==> config.mk <==
export PLATFORM = sky130hd
export DESIGN_NAME = chain_dma
export DESIGN_NICKNAME = d
export VERILOG_FILES = /design/src/rtl/chain_dma_pkg.sv /design/src/rtl/chain_dma_desc_store.sv /design/src/rtl/chain_dma_node_regs.sv /design/src/rtl/chain_dma_ctrl.sv /design/src/rtl/chain_dma.sv
export SDC_FILE = /design/constraint.sdc
export NUM_CORES = 1
export LEC_CHECK = 0
export CORE_MARGIN = 5
export CORE_UTILIZATION = 40
export DETAILED_ROUTE_END_ITERATION = 6
export DONT_BUFFER_PORTS = 1
export PLACE_DENSITY = 0.62
export SETUP_SLACK_MARGIN = 0.4
export SYNTH_ARGS = -nofsm -noshare
export SYNTH_HDL_FRONTEND = slang
export SYNTH_SLANG_ARGS = --single-unit
export TNS_END_PERCENT = 20
==> constraint.sdc <==
create_clock -name clk -period 2.4 [get_ports clk]
set_input_delay 0.24 -clock clk [delete_from_list [all_inputs] [get_ports clk]]
set_output_delay 0.24 -clock clk [all_outputs]
set_load 0.005 [all_outputs]
==> src/rtl/chain_dma_pkg.sv <==
package chain_dma_pkg;

    typedef enum logic [2:0] {
        ST_IDLE  = 3'd0,
        ST_FETCH = 3'd1,
        ST_READ  = 3'd2,
        ST_WRITE = 3'd3,
        ST_CLEAR = 3'd4,
        ST_LINK  = 3'd5,
        ST_WAIT  = 3'd6
    } walk_state_t;

endpackage

==> src/rtl/chain_dma_desc_store.sv <==
module chain_dma_desc_store #(
    parameter int ADDR_W = 16,
    parameter int DATA_W = 32,
    parameter int LEN_W  = 8,
    parameter int NODES  = 8,
    localparam int IDX_W = $clog2(NODES)
) (
    input  logic              clk,
    input  logic              rst_n,
    input  logic              wr_en,
    input  logic [IDX_W-1:0]  wr_idx,
    input  logic [ADDR_W-1:0] wr_src,
    input  logic [ADDR_W-1:0] wr_dst,
    input  logic [LEN_W-1:0]  wr_len,
    input  logic [IDX_W-1:0]  wr_link,
    input  logic [ADDR_W-1:0] wr_ack_addr,
    input  logic [DATA_W-1:0] wr_ack_val,
    input  logic [IDX_W-1:0]  rd_idx,
    output logic [ADDR_W-1:0] rd_src,
    output logic [ADDR_W-1:0] rd_dst,
    output logic [LEN_W-1:0]  rd_len,
    output logic [IDX_W-1:0]  rd_link,
    output logic [ADDR_W-1:0] rd_ack_addr,
    output logic [DATA_W-1:0] rd_ack_val
);

    // One packed word per node: src | dst | len | link | ack address | ack value
    localparam int WORD_W = 3 * ADDR_W + LEN_W + IDX_W + DATA_W;

    logic [WORD_W-1:0] wr_word;
    logic [WORD_W-1:0] slot_rd [NODES];

    assign wr_word = {wr_src, wr_dst, wr_len, wr_link, wr_ack_addr, wr_ack_val};

    for (genvar g = 0; g < NODES; g++) begin : g_slot
        logic [WORD_W-1:0] slot_q;

        always_ff @(posedge clk or negedge rst_n) begin
            if (!rst_n) begin
                slot_q <= '0;
            end else if (wr_en && (wr_idx == IDX_W'(g))) begin
                slot_q <= wr_word;
            end
        end

        assign slot_rd[g] = slot_q;
    end

    assign {rd_src, rd_dst, rd_len, rd_link, rd_ack_addr, rd_ack_val} = slot_rd[rd_idx];

endmodule

==> src/rtl/chain_dma_node_regs.sv <==
module chain_dma_node_regs #(
    parameter int ADDR_W = 16,
    parameter int DATA_W = 32,
    parameter int LEN_W  = 8,
    parameter int IDX_W  = 3
) (
    input  logic              clk,
    input  logic              rst_n,
    input  logic              load,
    input  logic              step,
    input  logic [ADDR_W-1:0] d_src,
    input  logic [ADDR_W-1:0] d_dst,
    input  logic [LEN_W-1:0]  d_len,
    input  logic [IDX_W-1:0]  d_link,
    input  logic [ADDR_W-1:0] d_ack_addr,
    input  logic [DATA_W-1:0] d_ack_val,
    output logic [ADDR_W-1:0] src_q,
    output logic [ADDR_W-1:0] dst_q,
    output logic [IDX_W-1:0]  link_q,
    output logic [ADDR_W-1:0] ack_addr_q,
    output logic [DATA_W-1:0] ack_val_q,
    output logic              last_beat,
    output logic              ack_skip,
    output logic              link_null
);

    logic [LEN_W-1:0] remain_q;

    always_ff @(posedge clk or negedge rst_n) begin
        if (!rst_n) begin
            src_q      <= '0;
            dst_q      <= '0;
            remain_q   <= '0;
            link_q     <= '0;
            ack_addr_q <= '0;
            ack_val_q  <= '0;
        end else if (load) begin
            src_q      <= d_src;
            dst_q      <= d_dst;
            remain_q   <= d_len;
            link_q     <= d_link;
            ack_addr_q <= d_ack_addr;
            ack_val_q  <= d_ack_val;
        end else if (step) begin
            src_q    <= src_q + ADDR_W'(1);
            dst_q    <= dst_q + ADDR_W'(1);
            remain_q <= remain_q - LEN_W'(1);
        end
    end

    assign last_beat = (remain_q == LEN_W'(1));
    assign ack_skip  = (ack_val_q == '0);
    assign link_null = (link_q == '0);

endmodule

==> src/rtl/chain_dma_ctrl.sv <==
module chain_dma_ctrl
    import chain_dma_pkg::*;
#(
    parameter int IDX_W = 3
) (
    input  logic             clk,
    input  logic             rst_n,
    input  logic             en,
    input  logic             trig,
    input  logic [IDX_W-1:0] head_idx,
    input  logic [IDX_W-1:0] link_idx,
    input  logic             fetch_len_zero,
    input  logic             fetch_ack_skip,
    input  logic             last_beat,
    input  logic             ack_skip,
    input  logic             link_null,
    output walk_state_t      state,
    output logic [IDX_W-1:0] cur_idx,
    output logic             load,
    output logic             step
);

    walk_state_t state_q, state_d;
    logic        pend_q;
    logic        in_node;

    assign in_node = (state_q == ST_FETCH) || (state_q == ST_READ) ||
                     (state_q == ST_WRITE) || (state_q == ST_CLEAR);

    always_comb begin
        state_d = state_q;
        unique case (state_q)
            ST_IDLE:  if (en && trig) state_d = ST_FETCH;
            ST_FETCH: begin
                if (fetch_len_zero) state_d = fetch_ack_skip ? ST_LINK : ST_CLEAR;
                else                state_d = ST_READ;
            end
            ST_READ:  state_d = ST_WRITE;
            ST_WRITE: begin
                if (last_beat) state_d = ack_skip ? ST_LINK : ST_CLEAR;
                else           state_d = ST_READ;
            end
            ST_CLEAR: state_d = ST_LINK;
            ST_LINK: begin
                if (!en || link_null)  state_d = ST_IDLE;
                else if (pend_q || trig) state_d = ST_FETCH;
                else                   state_d = ST_WAIT;
            end
            ST_WAIT: begin
                if (!en)       state_d = ST_IDLE;
                else if (trig) state_d = ST_FETCH;
            end
            default:  state_d = ST_IDLE;
        endcase
    end

    always_ff @(posedge clk or negedge rst_n) begin
        if (!rst_n) begin
            state_q <= ST_IDLE;
            pend_q  <= 1'b0;
            cur_idx <= '0;
        end else begin
            state_q <= state_d;
            if (state_q == ST_LINK || state_d == ST_IDLE) pend_q <= 1'b0;
            else if (in_node && trig)                    pend_q <= 1'b1;
            if (state_d == ST_FETCH && state_q != ST_FETCH)
                cur_idx <= (state_q == ST_IDLE) ? head_idx : link_idx;
        end
    end

    assign state = state_q;
    assign load  = (state_q == ST_FETCH);
    assign step  = (state_q == ST_WRITE);

endmodule

==> src/rtl/chain_dma.sv <==
module chain_dma
    import chain_dma_pkg::*;
#(
    parameter int ADDR_W = 16,
    parameter int DATA_W = 32,
    parameter int LEN_W  = 8,
    parameter int NODES  = 8,
    localparam int IDX_W = $clog2(NODES)
) (
    input  logic              clk,
    input  logic              rst_n,
    input  logic              en,
    input  logic              trig,
    input  logic [IDX_W-1:0]  head_idx,
    input  logic              desc_we,
    input  logic [IDX_W-1:0]  desc_idx,
    input  logic [ADDR_W-1:0] desc_src,
    input  logic [ADDR_W-1:0] desc_dst,
    input  logic [LEN_W-1:0]  desc_len,
    input  logic [IDX_W-1:0]  desc_link,
    input  logic [ADDR_W-1:0] desc_ack_addr,
    input  logic [DATA_W-1:0] desc_ack_val,
    output logic              mem_re,
    output logic              mem_we,
    output logic [ADDR_W-1:0] mem_addr,
    output logic [DATA_W-1:0] mem_wdata,
    input  logic [DATA_W-1:0] mem_rdata,
    output logic              busy,
    output logic              node_done,
    output logic              chain_done
);

    walk_state_t       state;
    logic [IDX_W-1:0]  cur_idx;
    logic              load, step;
    logic [ADDR_W-1:0] f_src, f_dst, f_ack_addr;
    logic [LEN_W-1:0]  f_len;
    logic [IDX_W-1:0]  f_link;
    logic [DATA_W-1:0] f_ack_val;
    logic [ADDR_W-1:0] src_q, dst_q, ack_addr_q;
    logic [IDX_W-1:0]  link_q;
    logic [DATA_W-1:0] ack_val_q;
    logic              last_beat, ack_skip, link_null;

    chain_dma_desc_store #(
        .ADDR_W(ADDR_W), .DATA_W(DATA_W), .LEN_W(LEN_W), .NODES(NODES)
    ) u_store (
        .clk(clk), .rst_n(rst_n),
        .wr_en(desc_we), .wr_idx(desc_idx),
        .wr_src(desc_src), .wr_dst(desc_dst), .wr_len(desc_len),
        .wr_link(desc_link), .wr_ack_addr(desc_ack_addr), .wr_ack_val(desc_ack_val),
        .rd_idx(cur_idx),
        .rd_src(f_src), .rd_dst(f_dst), .rd_len(f_len),
        .rd_link(f_link), .rd_ack_addr(f_ack_addr), .rd_ack_val(f_ack_val)
    );

    chain_dma_node_regs #(
        .ADDR_W(ADDR_W), .DATA_W(DATA_W), .LEN_W(LEN_W), .IDX_W(IDX_W)
    ) u_node (
        .clk(clk), .rst_n(rst_n), .load(load), .step(step),
        .d_src(f_src), .d_dst(f_dst), .d_len(f_len), .d_link(f_link),
        .d_ack_addr(f_ack_addr), .d_ack_val(f_ack_val),
        .src_q(src_q), .dst_q(dst_q), .link_q(link_q),
        .ack_addr_q(ack_addr_q), .ack_val_q(ack_val_q),
        .last_beat(last_beat), .ack_skip(ack_skip), .link_null(link_null)
    );

    chain_dma_ctrl #(.IDX_W(IDX_W)) u_ctrl (
        .clk(clk), .rst_n(rst_n), .en(en), .trig(trig),
        .head_idx(head_idx), .link_idx(link_q),
        .fetch_len_zero(f_len == '0), .fetch_ack_skip(f_ack_val == '0),
        .last_beat(last_beat), .ack_skip(ack_skip), .link_null(link_null),
        .state(state), .cur_idx(cur_idx), .load(load), .step(step)
    );

    always_comb begin
        mem_re     = 1'b0;
        mem_we     = 1'b0;
        mem_addr   = '0;
        mem_wdata  = '0;
        node_done  = 1'b0;
        chain_done = 1'b0;
        unique case (state)
            ST_READ: begin
                mem_re   = 1'b1;
                mem_addr = src_q;
            end
            ST_WRITE: begin
                mem_we    = 1'b1;
                mem_addr  = dst_q;
                mem_wdata = mem_rdata;
            end
            ST_CLEAR: begin
                mem_we    = 1'b1;
                mem_addr  = ack_addr_q;
                mem_wdata = ack_val_q;
            end
            ST_LINK: begin
                node_done  = 1'b1;
                chain_done = link_null;
            end
            default: ;
        endcase
    end

    assign busy = (state != ST_IDLE);

endmodule

==> reports/results.txt, run 1 <==
Status: finished, violations left
Failing checks: negative hold slack, max-slew violations, negative setup slack
DR vias: 23300
Distinct cells, synth: 55
Setup Total Neg Slack: -0.445 ns
FP Rows: 112
Crit-path slowest cell: or4_4
Top cells by count, synth: 826 x dfrtp_1, 766 x mux2_2, 165 x mux4_2, 124 x clkbuf_1, 110 x mux2i_1
Skew-Pair Late Insertion Delay: 0.64 ns
Actual slew at the worst max-slew pin: 2.35 ns
Worst stage delay on the critical path: 0.58 ns
1st-pass router iterations: 5
Flop-to-flop setup slack: -0.26 ns
IO Port Bufs: 0
Initial DRC count: 1819
Most used cell, CP: buf_12
Leak Pwr: 19.6 nW
CTS sink count: 826
Largest net degree at the start of global routing: 827
Sequential share of the synthesized area: 0.550
Worst slew margin: -0.570
Asr flop ratio synth: 1.00
Synthesized flop and latch total: 826
Starting Density: 0.403
Largest area contributor in the netlist: dfrtp_1
Die width: 317 um
Initial antenna violation count: 16
Placer Congestion: 0.812
# IOs: 187
Mapped Cells: 2526
R2R cell count: 8
Crit path required time: 2.94 ns
Clk buf depth: 3
Max Clock Skew: 0.0143 ns
Post-route setup slack: -0.265 ns
Die ar.: 0.100 sq mm
CTS tree: built
Drt via density: 5.66
Detail Placement HPWL: 61900 um
Min-Delay Path Class: input pin to async pin
Routed len/inst: 24.9 um
Root buffer cell: clkbuf_16
Syn_area_per_cell: 14.9 sq um
Ys Warns: 0
Synth top area share: 0.550
Max IR drop VDD: 778 uV
Critical Path End Type: flip-flop
Synth area leaders: dfrtp_1 55%, mux2_2 23%, mux4_2 9.9%
Global route overflow: 0
H-tree depth: 3
Filler instances: 7796
CP Max Fanout: 5
Crit-path cells: buf_12 > buf_12 > mux4_2 > mux2i_2 > buf_4 > nand4_1 > or4_4 > o31ai_4
Final period utilization: 1.11
Fmax: 0.375 GHz
Final hold vios: 826
Die height: 317 um
Nets@finish: 2922
CTS buffer count: 87
DR DRC count: 0
ANT nets after route: 0
Share of cells above drive strength 1: 0.528
Pwr/cell area: 1210 mW/mm^2
Core area: 0.0933 sq mm
R2r startpoint: u_ctrl.cur_idx[1]
Inst Count DP: 3767
Setup Crit Path Kind: flip-flop to flip-flop
Area grow syn2layout: 24.8%
Max-Cap Viols: 0
WP buf/inv: 3
Delay-heaviest family, CP: multiplexers
Mapped cell area: 0.0376 sq mm
Post-synth top flop: dfrtp_1
Hold_ws: -0.675 ns
CTS Hold Buffers Added: 98
GRT Total Usage: 0.204
Period minus WS final: 2.66 ns
Syn Nets: 2664
Worst R2R End: u_ctrl.state[0]
Pre-CTS setup slack: -0.486 ns
Final setup viols: 4
Most frequent cell after synthesis: dfrtp_1
Final Util: 0.503
Routed WL: 102000 um
CP startpoint kind: flip-flop
CP Data Arrival Time: 3.20 ns
Vias in the first global route: 25600
Max-slew violation count: 683
CTS clk-pin slew, worst paths: 0.06 ns
First-pass GRT wire length: 157000 um
RSZ-0062 raised after global routing: yes
Final Non-Filler Cells: 4116
EDFF count, synth: 0
## registers in the layout (all words and copies together), names as in the netlist
name                   cells
u_node.remain_q            8
u_store.g_slot.slot_q    728
u_node.src_q              16
u_node.ack_addr_q         16
u_node.link_q              3
u_ctrl.pend_q              1
u_ctrl.cur_idx             3
u_node.ack_val_q          32
u_node.dst_q              16
u_ctrl.state               3
## placed cells by master (no fill, tap or decap), types with 6 or more instances in the layout
master / synthesis / layout
nor4_1: 12 / 9
o21ai_1: 36 / 30
nand4_1: 13 / 13
buf_6: 3 / 40
a21oi_1: 33 / 33
nand2b_1: 7 / 6
nand3_1: 31 / 27
nand2_4: 0 / 15
buf_8: 0 / 9
nand2_1: 109 / 80
mux4_2: 165 / 165
mux2_4: 0 / 29
diode_2: 0 / 9
nor2_2: 1 / 15
mux2i_2: 0 / 24
mux2i_1: 110 / 74
nand2_2: 0 / 12
clkbuf_16: 0 / 91
buf_4: 8 / 126
clkbuf_1: 124 / 15
clkinv_2: 0 / 13
o22ai_2: 0 / 23
a221oi_2: 0 / 15
nor2_1: 38 / 21
mux2_2: 766 / 738
clkbuf_8: 0 / 26
bufinv_16: 0 / 11
a22o_1: 32 / 28
o21ai_4: 0 / 12
mux2i_4: 0 / 12
buf_12: 0 / 50
o21ai_0: 47 / 31
dfrtp_1: 826 / 822
and3_1: 7 / 7
dlygate4sd3_1: 0 / 98
o21ai_2: 0 / 10
buf_16: 0 / 23
## final cells by class
| class | instances | area [sq um] | share of cell area |
|---|---|---|---|
| Multi-Input combinational cell | 1513 | 17300 | 0.370 |
| Sequential cell | 826 | 20700 | 0.441 |
| Antenna cell | 9 | 22.5 | 0.000480 |
| Clock inverter | 28 | 425 | 0.00907 |
| Tap cell | 1254 | 1570 | 0.0335 |
| Inverter | 8 | 33.8 | 0.000720 |
| Clock buffer | 130 | 2640 | 0.0563 |
| Timing Repair Buffer | 348 | 4200 | 0.0895 |
## timing repair
action,in CTS,in global routing
endpoints found under the setup margin,139,148
gates resized for setup,273,102
cloned,15,1
hold endpoints to repair,1559,826
pin swaps,83,85
buffers inserted,41,27
## worst reg2reg max path, cell delays in order (launching register included)
cell,delay [ns]
dfrtp_4,0.48
buf_12,0.15
buf_12,0.13
mux4_2,0.50
mux2i_2,0.24
buf_4,0.19
nand4_1,0.09
or4_4,0.58
o31ai_4,0.20
## cells by family after synthesis
group                    synth area share
multiplexers                        0.359
flip-flops                          0.550
AND/OR/NAND/NOR                    0.0318
AO/OA/AOI/OAI                      0.0370
buffers and inverters              0.0211
adder cells (fa/ha/maj)           0.00133
## routing by layer
metal  track usage  up-vias  part of all wire
met2         0.340      559              0.49
met5             0        -           0.00094
met4        0.0491       14             0.024
met3        0.0446      162             0.053
met1         0.275    12600              0.43
li1              -    10000                 -
## report_power, final
group,switching (mW),internal [mW]
Clock,5.57,8.77
Sequential,2.49,17.5
Combinational,9.81,12.4
## worst max path at each step
stage	cells after the start	from	endpoint
2_1_floorplan	6	u_node.remain_q[2]	u_ctrl.cur_idx[1]
3_3_place_gp	9	u_ctrl.cur_idx[1]	u_ctrl.state[1]
3_5_place_dp	9	u_ctrl.cur_idx[1]	u_ctrl.state[0]
4_1_cts	8	u_ctrl.cur_idx[1]	u_ctrl.state[0]
5_1_grt	9	u_ctrl.cur_idx[1]	u_ctrl.state[0]
6_report	8	u_ctrl.cur_idx[1]	u_ctrl.state[0]
## per-stage QoR
step / power, mW / cell area [sq um] / hold slack [ns]
2_1_floorplan: 30.7 / 37600 / -0.0556
3_3_place_gp: 36.6 / 40200 / -0.0104
3_5_place_dp: 37.2 / 40200 / -0.00583
4_1_cts: 55.6 / 46200 / -0.702
5_1_grt: 59.2 / 46900 / -0.717
6_report: 56.5 / 46900 / -0.675
(Power assumes the default switching activity.)
==> run 2, diff against run 1 <==
- SYNTH_HIERARCHICAL: unset -> 1
==> reports/results.txt, run 2 <==
Commonest non-fill, non-tap cell in the layout: dfrtp_1
Fmax: 0.284 GHz (-24%)
Worst R2R End: u_ctrl/cur_idx[1]
Core area: 0.0966 sq mm (+3.5%)
Die width: 322 um (+1.7%)
Sequential share of the synthesized area: 0.532 (-0.0184)
IO Port Bufs: 0 (unchanged)
CTS sink count: 826 (unchanged)
Met3 Use GR: 0.0312 (-0.0133)
Worst slew margin: -0.899 (-0.329)
Comb pwr share: 0.381 (-0.013)
Switching power: 16.3 mW (-8.8%)
Final setup viols: 51 (+47)
Die height: 322 um (+1.7%)
Leak Pwr: 19.3 nW (-1.3%)
DR vias: 22100 (-5.3%)
Post-synth top flop: dfrtp_1
CP startpoint kind: flip-flop
Worst stage delay on the critical path: 0.49 ns (-0.09 ns)
Synth top area share: 0.532 (-0.0184)
Pwr/cell area: 1200 mW/mm^2 (-0.43%)
Min-Delay Path Class: input pin to async pin
Critical Path End Type: flip-flop
Flop pwr share: 0.361 (+0.008)
Share of cells above drive strength 1: 0.527 (-0.00145)
Post-route setup slack: -1.13 ns (-0.861 ns)
Crit-path cells: buf_12 > buf_12 > buf_16 > mux4_2 > mux2_4 > nor4_4 > buf_4 > nand4_1 > nor2_2 > nand3b_1 > a21oi_2 > a211o_2 > nand4b_4 > mux2_4
Root buffer cell: clkbuf_16
Max-Cap Viols: 0 (unchanged)
Global route hottest layer: met2
Placer Congestion: 0.778 (-4.1%)
Actual slew at the worst max-slew pin: 2.85 ns (+0.494 ns)
Max-slew violation count: 497 (-27%)
H-tree depth: 3 (unchanged)
Detail Placement HPWL: 57100 um (-7.7%)
DR DRC count: 0 (unchanged)
Status: finished, violations left
CP Data Arrival Time: 4.03 ns (+0.83 ns)
Period minus WS final: 3.53 ns (+0.861 ns)
# IOs: 187 (unchanged)
Final Non-Filler Cells: 3958 (-3.8%)
Skew-Pair Late Insertion Delay: 0.64 ns (about the same)
Drt via density: 5.57 (-1.5%)
Internal Power: 38.8 mW (+0.40%)
Met2 Usage GRT: 0.311 (-0.0293)
Clock share of power: 0.258 (+0.004)
Syn_area_per_cell: 16.2 sq um (+8.9%)
CTS tree: built
CTS clk-pin slew, worst paths: 0.06 ns (about the same)
Global route overflow: 0 (unchanged)
Vias in the first global route: 24100 (-6.1%)
Final Util: 0.476 (-0.0269)
Initial antenna violation count: 20 (+4)
Syn Nets: 2539 (-4.7%)
Hold_ws: -0.647 ns (+0.0278 ns)
Most frequent cells in the layout: 820 x dfrtp_1, 781 x mux2_2, 108 x mux4_2
Ys Warns: 6 (+6)
Synth area leaders: dfrtp_1 53%, mux2_2 25%, mux4_1 12%
Max Clock Skew: 0.0203 ns (+0.00600 ns)
Mapped Cells: 2401 (-4.9%)
CTS buffer count: 84 (-3.4%)
Nets@finish: 2741 (-6.2%)
Routed WL: 97400 um (-4.9%)
Die ar.: 0.104 sq mm (+3.4%)
Regs by FF count: u_store/g_slot.slot_q (728), u_node/ack_val_q (32)
Synthesized flop and latch total: 826 (unchanged)
Routed len/inst: 24.6 um (-1.1%)
Most frequent cell after synthesis: mux2_2
R2R cell count: 14 (+6)
Mapped cell area: 0.0389 sq mm (+3.5%)
Crit-path slowest cell: dfrtp_4
Top cells by count, synth: 873 x mux2_2, 826 x dfrtp_1, 171 x mux4_1, 79 x buf_2, 68 x nand2_1
1st-pass router iterations: 4 (-1)
Switch share: 0.296 (-0.0204)
Max IR drop VDD: 615 uV (-21%)
Largest area contributor in the netlist: dfrtp_1
Crit path required time: 2.91 ns (-0.03 ns)
RSZ-0062 raised after global routing: yes
Distinct cells, synth: 67 (+22%)
Failing checks: negative hold slack, max-slew violations, negative setup slack
CP Max Fanout: 6 (+1)
Critical path origin: u_ctrl/cur_idx[0]
Final period utilization: 1.47 (+0.359)
CTS Hold Buffers Added: 96 (-2.0%)
Starting Density: 0.403 (about the same)
FP Rows: 114 (+1.8%)
Initial DRC count: 1534 (-16%)
Final hold vios: 826 (unchanged)
Inst Count DP: 3662 (-2.8%)
First-pass GRT wire length: 149000 um (-5.0%)
Asr flop ratio synth: 1.00 (unchanged)
Top reg by flops: u_store/g_slot.slot_q
Flop-to-flop setup slack: -1.13 ns (-0.86 ns)
ANT nets after route: 0 (unchanged)
Max reg flops: 728 (unchanged)
EDFF count, synth: 0 (unchanged)
Largest net degree at the start of global routing: 827 (unchanged)
Clk buf depth: 3 (unchanged)
Met1 Usage GRT: 0.248 (-0.0265)
R2r startpoint: u_ctrl/cur_idx[0]
Area grow syn2layout: 18.1%
Setup Crit Path Kind: flip-flop to flip-flop
Filler instances: 8119 (+4.1%)
GRT Total Usage: 0.185 (-0.0193)
## run 2: cell type report
type | count | area, sq um | area share
antenna | 11 | 27.5 | 0.000599
sequential | 826 | 20700 | 0.450
multi-input combinational | 1404 | 17200 | 0.375
inverter | 8 | 30.0 | 0.000654
clock inverter | 38 | 583 | 0.0127
timing repair buffer | 279 | 3310 | 0.0721
tap | 1276 | 1600 | 0.0348
clock buffer | 116 | 2460 | 0.0536
## run 2: how the worst max path moves through the flow
stage                                    to  slack, ns  cells past startpoint
after floorplan           u_ctrl/cur_idx[0]      -0.66                     11
after global placement    u_ctrl/cur_idx[0]      -1.42                     12
after detailed placement  u_ctrl/cur_idx[1]      -1.47                     12
after CTS                 u_ctrl/cur_idx[1]      -1.06                     14
after global routing      u_ctrl/cur_idx[1]      -1.20                     14
final                     u_ctrl/cur_idx[1]      -1.13                     14
## run 2: metal layers
layer / vias to the layer above / share of wire
li1: 9518 / -
met3: 134 / 0.037
met1: 12000 / 0.45
met5: - / 0.00082
met4: 12 / 0.021
met2: 405 / 0.49
## run 2: repair_timing
item,CTS,global route
resized for setup,188,173
endpoints found under the hold margin,1560,826
setup endpoints to repair,149,149
pin swaps,11,20
buffers inserted,10,12
gates cloned,10,3
## run 2: logic make-up after synthesis
group | synth area share
mux | 0.381
flops | 0.532
xor+xnor | 0.00698
fa+ha+maj | 0.00129
buf+inv | 0.0322
simple gates | 0.0284
compound gates | 0.0182
## run 2: stage by stage
stage               instance area (sq um)  setup slack (ns)  power [mW]  TNS (ns)
detailed placement                  40800             -1.47        37.0    -32.54
global route                        45900             -1.20        57.7    -20.78
floorplan                           38900            -0.665        31.6     -2.87
global placement                    40800             -1.42        36.4    -31.73
finish                              45900             -1.13        55.1    -17.58
CTS                                 45500             -1.06        54.2    -12.40
## run 2: worst max-delay path: cells and delay by family, from the launching register on
kind / cells / cell delay [ns]
and+or+nand+nor: 5 / 0.96
AOI/OAI and AO/OA: 2 / 0.31
DFF: 1 / 0.49
muxes: 3 / 1.04
buffers and inverters: 4 / 0.61
## run 2: power groups by stage
stage	Combinational [mW]	Clock (mW)	Sequential, mW
final	21.0	14.2	19.9
after global routing	22.3	15.1	20.3
after CTS	19.8	14.6	19.8
after detailed placement	17.0	0	20.0
after global placement	16.6	0	19.7
after floorplan	12.6	0	19.0
